### src/rtl/clkSrcPkg.sv
`timescale 1ns/1ps
package clkSrcPkg;
  localparam int DIV_SEL_W = 2;
  localparam int DIV_CNT_W = (1 << DIV_SEL_W) - 1;

  typedef enum logic [2:0] {
    MODE_RUN, MODE_HALT, MODE_HALT2, MODE_SLEEP, MODE_WAKE
  } pwrMode_e;

  typedef enum logic [1:0] {SW_IDLE, SW_DRAIN, SW_SYNC} swState_e;

  typedef struct packed {
    logic                 srcTick;
    logic                 slowClk;
    logic                 runCpu;
    logic                 runBus;
    logic                 runPeriph;
    logic [DIV_SEL_W-1:0] nextDiv;
  } ctrlStrobes_t;

  function automatic logic [DIV_CNT_W-1:0] divLimit(input logic [DIV_SEL_W-1:0] sel);
    logic [DIV_CNT_W-1:0] one;
    one = 1;
    return (one << sel) - 1'b1;
  endfunction
endpackage

### src/rtl/clkSrcCtrl.sv
`timescale 1ns/1ps
module clkSrcCtrl
  import clkSrcPkg::*;
#(
  parameter int STAB_W   = 8,
  parameter int STAB_RST = 4
) (
  input  logic                 clk,
  input  logic                 rstN,
  input  logic                 fastTick,
  input  logic                 slowTick,
  input  logic                 wrEn,
  input  logic                 wrSelSlow,
  input  logic                 wrFastOn,
  input  logic                 wrSlowOn,
  input  logic [DIV_SEL_W-1:0] wrDiv,
  input  logic [STAB_W-1:0]    wrStab,
  input  logic                 haltCmd,
  input  logic                 halt2Cmd,
  input  logic                 sleepCmd,
  input  logic                 wakeUp,
  output ctrlStrobes_t         strobes,
  output logic                 fastOscOn,
  output logic                 slowOscOn,
  output logic                 srcIsSlow,
  output logic                 errFlag
);
  pwrMode_e             mode;
  swState_e             swState;
  logic                 selReq, activeSrc, syncCnt;
  logic                 fastOn, slowOn;
  logic [DIV_SEL_W-1:0] divReg;
  logic [STAB_W-1:0]    stabLen, stabCnt;
  logic                 fastClk, slowClk, oldClk, newClk, srcTick;
  logic                 inRun, reject, stabDone;

  assign fastOscOn = fastOn && (mode != MODE_SLEEP);
  assign slowOscOn = slowOn;
  assign srcIsSlow = activeSrc;
  assign fastClk   = fastTick && fastOscOn;
  assign slowClk   = slowTick && slowOn;
  assign oldClk    = activeSrc ? slowClk : fastClk;
  assign newClk    = activeSrc ? fastClk : slowClk;
  assign srcTick   = (swState == SW_IDLE) && (selReq == activeSrc) && oldClk;
  assign inRun     = (mode == MODE_RUN);
  assign reject    = (!wrFastOn && (!activeSrc || !wrSelSlow)) ||
                     (!wrSlowOn && (activeSrc || wrSelSlow));
  assign stabDone  = ({1'b0, stabCnt} + 1'b1) >= {1'b0, stabLen};

  always_comb begin
    strobes.srcTick   = srcTick;
    strobes.slowClk   = slowClk;
    strobes.runCpu    = inRun;
    strobes.runBus    = inRun || (mode == MODE_HALT);
    strobes.runPeriph = inRun || (mode == MODE_HALT) || (mode == MODE_HALT2);
    strobes.nextDiv   = divReg;
  end

  // Register write and guarded oscillator control
  always_ff @(posedge clk) begin
    if (!rstN) begin
      selReq  <= 1'b0;
      fastOn  <= 1'b1;
      slowOn  <= 1'b1;
      divReg  <= '0;
      stabLen <= STAB_W'(STAB_RST);
      errFlag <= 1'b0;
    end else begin
      if (wrEn && inRun) begin
        if (reject) errFlag <= 1'b1;
        else begin
          errFlag <= 1'b0;
          selReq  <= wrSelSlow;
          fastOn  <= wrFastOn;
          slowOn  <= wrSlowOn;
          divReg  <= wrDiv;
          stabLen <= wrStab;
        end
      end
      if (mode == MODE_SLEEP && wakeUp) fastOn <= 1'b1;
    end
  end

  // Source handoff: drain old source, then two-tick synchronizer on new one
  always_ff @(posedge clk) begin
    if (!rstN) begin
      swState   <= SW_IDLE;
      activeSrc <= 1'b0;
      syncCnt   <= 1'b0;
    end else begin
      unique case (swState)
        SW_IDLE:  if (selReq != activeSrc) swState <= SW_DRAIN;
        SW_DRAIN: if (oldClk) begin swState <= SW_SYNC; syncCnt <= 1'b0; end
        SW_SYNC:  if (newClk) begin
                    if (syncCnt) begin
                      swState   <= SW_IDLE;
                      activeSrc <= ~activeSrc;
                    end else syncCnt <= 1'b1;
                  end
        default:  swState <= SW_IDLE;
      endcase
    end
  end

  // Power mode sequencing
  always_ff @(posedge clk) begin
    if (!rstN) begin
      mode    <= MODE_RUN;
      stabCnt <= '0;
    end else begin
      unique case (mode)
        MODE_RUN: begin
          if (sleepCmd && slowOn) mode <= MODE_SLEEP;
          else if (halt2Cmd)      mode <= MODE_HALT2;
          else if (haltCmd)       mode <= MODE_HALT;
        end
        MODE_HALT, MODE_HALT2: if (wakeUp) mode <= MODE_RUN;
        MODE_SLEEP: if (wakeUp) begin mode <= MODE_WAKE; stabCnt <= '0; end
        MODE_WAKE: if (slowClk) begin
          if (stabDone) mode <= MODE_RUN;
          else stabCnt <= stabCnt + 1'b1;
        end
        default: mode <= MODE_RUN;
      endcase
    end
  end

  p_active_hold_r4: assert property (@(posedge clk) disable iff (!rstN)
    (swState == SW_IDLE && selReq == activeSrc) |=> $stable(activeSrc));
  p_refuse_keeps_osc_r5: assert property (@(posedge clk) disable iff (!rstN)
    $rose(errFlag) |-> ($stable(fastOn) && $stable(slowOn) && $stable(selReq)));
  p_wake_fast_on_r9: assert property (@(posedge clk) disable iff (!rstN)
    (mode == MODE_WAKE) |-> fastOscOn);
  p_halt_exit_r10: assert property (@(posedge clk) disable iff (!rstN)
    ((mode == MODE_HALT || mode == MODE_HALT2) && wakeUp) |=> (mode == MODE_RUN));
endmodule

### src/rtl/clkSrcDatapath.sv
`timescale 1ns/1ps
module clkSrcDatapath
  import clkSrcPkg::*;
(
  input  logic         clk,
  input  logic         rstN,
  input  ctrlStrobes_t strobes,
  output logic         cpuClkEn,
  output logic         busClkEn,
  output logic         periphClkEn,
  output logic         timerClkEn
);
  logic [DIV_SEL_W-1:0] activeDiv;
  logic [DIV_CNT_W-1:0] divCnt, lim;
  logic                 divTick;

  assign lim     = divLimit(activeDiv);
  assign divTick = strobes.srcTick && (divCnt == lim);

  always_ff @(posedge clk) begin
    if (!rstN) begin
      divCnt    <= '0;
      activeDiv <= '0;
    end else if (strobes.srcTick) begin
      if (divCnt == lim) begin
        divCnt    <= '0;
        activeDiv <= strobes.nextDiv;
      end else divCnt <= divCnt + 1'b1;
    end
  end

  always_ff @(posedge clk) begin
    if (!rstN) begin
      cpuClkEn    <= 1'b0;
      busClkEn    <= 1'b0;
      periphClkEn <= 1'b0;
      timerClkEn  <= 1'b0;
    end else begin
      cpuClkEn    <= divTick && strobes.runCpu;
      busClkEn    <= divTick && strobes.runBus;
      periphClkEn <= divTick && strobes.runPeriph;
      timerClkEn  <= strobes.slowClk;
    end
  end

  p_div_boundary_r3: assert property (@(posedge clk) disable iff (!rstN)
    !$stable(activeDiv) |-> (divCnt == '0));
  p_cpu_gate_r6: assert property (@(posedge clk) disable iff (!rstN)
    !strobes.runCpu |=> !cpuClkEn);
  p_bus_gate_r7: assert property (@(posedge clk) disable iff (!rstN)
    !strobes.runBus |=> !busClkEn);
  p_periph_gate_r8: assert property (@(posedge clk) disable iff (!rstN)
    !strobes.runPeriph |=> !periphClkEn);
endmodule

### src/rtl/clkSrcTop.sv
`timescale 1ns/1ps
module clkSrcTop
  import clkSrcPkg::*;
#(
  parameter int STAB_W   = 8,
  parameter int STAB_RST = 4
) (
  input  logic                 clk,
  input  logic                 rstN,
  input  logic                 fastTick,
  input  logic                 slowTick,
  input  logic                 wrEn,
  input  logic                 wrSelSlow,
  input  logic                 wrFastOn,
  input  logic                 wrSlowOn,
  input  logic [1:0]           wrDiv,
  input  logic [STAB_W-1:0]    wrStab,
  input  logic                 haltCmd,
  input  logic                 halt2Cmd,
  input  logic                 sleepCmd,
  input  logic                 wakeUp,
  output logic                 cpuClkEn,
  output logic                 busClkEn,
  output logic                 periphClkEn,
  output logic                 timerClkEn,
  output logic                 fastOscOn,
  output logic                 slowOscOn,
  output logic                 srcIsSlow,
  output logic                 errFlag
);
  ctrlStrobes_t strobes;

  clkSrcCtrl #(.STAB_W(STAB_W), .STAB_RST(STAB_RST)) u_ctrl (
    .clk(clk), .rstN(rstN), .fastTick(fastTick), .slowTick(slowTick),
    .wrEn(wrEn), .wrSelSlow(wrSelSlow), .wrFastOn(wrFastOn), .wrSlowOn(wrSlowOn),
    .wrDiv(wrDiv), .wrStab(wrStab), .haltCmd(haltCmd), .halt2Cmd(halt2Cmd),
    .sleepCmd(sleepCmd), .wakeUp(wakeUp), .strobes(strobes),
    .fastOscOn(fastOscOn), .slowOscOn(slowOscOn), .srcIsSlow(srcIsSlow),
    .errFlag(errFlag)
  );

  clkSrcDatapath u_dp (
    .clk(clk), .rstN(rstN), .strobes(strobes),
    .cpuClkEn(cpuClkEn), .busClkEn(busClkEn),
    .periphClkEn(periphClkEn), .timerClkEn(timerClkEn)
  );
endmodule

### config.mk
export PLATFORM = sky130hd
export DESIGN_NAME = clkSrcTop
export DESIGN_NICKNAME = d
export VERILOG_FILES = /design/src/rtl/clkSrcPkg.sv /design/src/rtl/clkSrcCtrl.sv /design/src/rtl/clkSrcDatapath.sv /design/src/rtl/clkSrcTop.sv
export SDC_FILE = /design/constraint.sdc
export NUM_CORES = 1
export LEC_CHECK = 0
export ABC_AREA = 1
export BUFFER_PORTS_ARGS = -buffer_cell sky130_fd_sc_hd__buf_2
export CAP_MARGIN = 15
export CORE_MARGIN = 4
export CORE_UTILIZATION = 49
export CTS_BUF_LIST = sky130_fd_sc_hd__clkbuf_16
export CTS_CLUSTER_DIAMETER = 60
export DETAILED_ROUTE_END_ITERATION = 7
export PLACE_DENSITY = 0.7
export SLEW_MARGIN = 20
export SYNTH_ARGS = -nofsm -noshare
export SYNTH_HDL_FRONTEND = slang
export SYNTH_HIERARCHICAL = 1
export SYNTH_SLANG_ARGS = --single-unit
export TNS_END_PERCENT = 50
### constraint.sdc
create_clock -name clk -period 4.8 [get_ports clk]
set_input_delay 0.96 -clock clk [delete_from_list [all_inputs] [get_ports clk]]
set_output_delay 0.96 -clock clk [all_outputs]
set_load 0.1 [all_outputs]
==> results_dict.tcl <==
set metrics [dict create \
    place.gp.congestion 0.7929 \
    cap_violations 0 \
    root_buffer "clkbuf_16" \
    tightest_slew_ps 600.1 \
    r2r_end "u_ctrl/stabCnt[0]" \
    die_h_um 73.07 \
    critPathArrivalTime_ps 1530 \
    status "completed" \
    timing.final.crit_share 0.5197 \
    crit_type "register to output port" \
    path_delay_family "buffers and inverters" \
    p_per_area_mw_per_mm2 423.8 \
    crit_buf_inv 3 \
    synth_top_area_frac 0.3667 \
    vias_per_cell 4.908 \
    clock_skew_ps 4.592 \
    start_util 0.5113 \
    final_nets 361 \
    drt-initial-drc-count 121 \
    setup_tns_ps 0 \
    whs_path_depth 2 \
    clk_latency_ps 280 \
    slew_violations 0 \
    ir_worst_vdd_mv 0.2813 \
    synthTopCellsByArea "dfxtp_1 (37%), nand2_1 (14%), a21oi_1 (8.0%)" \
    hpwl_mm 3.009 \
    clk_pin_slew_ps 60 \
    worstHoldPathType "register to register" \
    max_freq_ghz 0.4009 \
    wl_per_cell_um 10.98 \
    cts_buffers 5 \
    critPathLaunchType "register" \
    crit_fanout 5 \
    drive_gt1_frac 0.1636 \
    syn_to_final_growth_pct 13.99 \
    synth_area_per_cell_um2 6.869 \
    overflow 0 \
    synth_cell_types 30 \
    fin_cells 380 \
    p_leak_nw 1.143 \
    grtUsageTotal 0.1675 \
    yosys.area.top_type "dfxtp_1" \
    firstDrtPassIters 4 \
    yosysSeqAreaShare 0.3667 \
    vias 1865 \
    ys_ff_latch 38 \
    synth.cell_area_mm2 0.002074 \
    numPortBuffers 29 \
    dp.cells 372 \
    cpPeakStageDelay_ps 440 \
    fillCellCount 367 \
    clock_sinks 38 \
    endpoint_kind "output port" \
    antenna_found_initial 0 \
    die-area_mm2 0.005338 \
    die-width_um 73.07 \
    cts_tree "done" \
    yosys_warnings 6 \
    syn_inst 302 \
    relSlewSlack 0.5978 \
    crit_start "u_ctrl/mode[2]" \
    ios 30 \
    crit_slowest_cell "dfxtp_1" \
    core_mm2 0.004058 \
    grt_pass1_vias 1645 \
    crit_chain "inv_2 -> nand3_1 -> inv_1 -> nor2_2 -> buf_2" \
    rows 23 \
    crit_required_ps 3840 \
    drc 0 \
    n_antenna_cell 0 \
    hold_end "u_ctrl/stabLen[3]" \
    hold_buffers 0 \
    clockBufferDepth 2 \
    worstHoldStart "u_ctrl/stabLen[3]" \
    reg2reg_depth 17 \
    synth.net_count 334 \
    r2r_start "u_ctrl/stabCnt[0]" \
    r2r_setup_slack_ps 2380 \
    cts_resized 0 \
    grt_max_degree 28 \
    fin_area_mm2 0.002365 \
    grt_pass1_wl_mm 7.113 \
    detailed_place.area_mm2 0.002222 \
    hold_viol_final 0 \
    grt_setup_unrepaired "no" \
    setup_viol 0 \
    layout_min_cycle_time_ps 2494 \
    routed_wl_mm 4.174 \
    cts_setup_buffers 0 \
    ant_nets 0 \
    h-tree-depth 2 \
]
logic make-up after synthesis:
| kind of cell | Yosys count | share of synthesized area |
|---|---|---|
| and+or+nand+nor | 143 | 0.3022 |
| DFF | 38 | 0.3667 |
| adders and majority gates | 10 | 0.06031 |
| muxes | 1 | 0.004825 |
| buffers and inverters | 53 | 0.1086 |
| xor gates and xnor gates | 5 | 0.02111 |
| AOI/OAI and AO/OA | 52 | 0.1363 |
through the flow:
step | total power [W] | hold slack, ps | worst slack, ps | util
6_report | 0.001002 | 468.3 | 2306 | 0.5828
3_5_place_dp | 0.0006931 | 458.0 | 2232 | 0.5476
2_1_floorplan | 0.0006436 | 435.4 | 2210 | -
3_3_place_gp | 0.0006847 | 451.6 | 2393 | 0.5476
5_1_grt | 0.001065 | 495.1 | 2105 | 0.5828
4_1_cts | 0.001008 | 468.8 | 2313 | 0.5828
power breakdown:
| part | switching, W | total (W) | leakage (nW) | internal [W] |
|---|---|---|---|---|
| clock | 0.000124 | 0.000315 | 0.0750 | 0.000190 |
| combinational | 0.000212 | 0.000301 | 0.758 | 0.0000885 |
| sequential | 0.0000319 | 0.000387 | 0.310 | 0.000355 |
| total | 0.000368 | 0.00100 | 1.14 | 0.000634 |
tightest hold or removal path: cells and delay by family (launching register included):
| family | cells | cell delay [ps] |
|---|---|---|
| flops | 1 | 290 |
| buf+inv | 1 | 70 |
| compound gates | 1 | 60 |
layout make-up:
class,count,area [um2],area share
multi-input cells,211,1089,0.4603
flip-flops and latches,38,760.7,0.3217
inverters,44,165.2,0.06984
repair buffers,29,145.1,0.06138
clock buffers,5,125.1,0.05291
well taps,50,62.56,0.02646
clock inverters,3,17.52,0.007407
worst max-delay path by stage:
stage	slack (ps)	to	depth (start not counted)
4_1_cts	2310	fastOscOn	5
5_1_grt	2110	u_ctrl/stabCnt[0]	17
6_report	2310	fastOscOn	5
3_5_place_dp	2230	u_ctrl/stabLen[5]	7
3_3_place_gp	2390	u_ctrl/stabLen[3]	7
2_1_floorplan	2210	u_dp/divCnt[0]	14
synth_stat cells, drive strengths merged:
cell and instances:
nor3 4, clkinv 1, clkbuf 2, buf 7
o21bai 2, xnor2 1, or2 1, o2111ai 1
nand2 83, dfxtp 38, o21ai 14, xor2 4
a211oi 1, nor2 38, ha 10, nand3 17
inv 43, a21oi 33, o31ai 1, mux2i 1
sequential cells by signal (all words and copies together), names as in the netlist:
signal            cells
u_ctrl/mode           3
u_ctrl/fastOn         1
u_dp/timerClkEn       1
u_ctrl/swState        2
u_ctrl/stabCnt        8
u_dp/divCnt           3
u_ctrl/stabLen        8
u_ctrl/srcIsSlow      1
u_ctrl/syncCnt        1
u_ctrl/errFlag        1
u_ctrl/slowOscOn      1
u_ctrl/divReg         2
u_dp/activeDiv        2
u_ctrl/selReq         1
u_dp/busClkEn         1
u_dp/periphClkEn      1
u_dp/cpuClkEn         1
cells in the final DEF (no fill, tap or decap):
cell type / count
a211oi_2: 1
a21oi_1: 33
buf_2: 29
clkbuf_16: 5
clkinv_1: 1
clkinv_2: 1
clkinv_4: 1
dfxtp_1: 38
ha_1: 10
inv_1: 41
inv_2: 3
mux2i_1: 1
nand2_1: 79
nand2_2: 3
nand2_4: 1
nand3_1: 17
nor2_1: 33
nor2_2: 3
nor2_4: 1
nor2_8: 1
nor3_1: 1
nor3_2: 3
o2111ai_1: 1
o21ai_0: 13
o21ai_2: 1
o21bai_1: 2
o31ai_1: 1
or2_2: 1
xnor2_1: 1
xor2_1: 4
metal layers:
layer | up-vias | track usage | wire length, um | share of wire
li1 | 1004 | - | - | -
met1 | 816 | 0.2304 | 2087 | 0.50
met2 | 40 | 0.2582 | 1829 | 0.44
met3 | 5 | 0.03719 | 214 | 0.051
met4 | 0 | 0.05533 | 42 | 0.010
met5 | - | 0 | 0 | 0
Power figures use the tool's default switching activity.
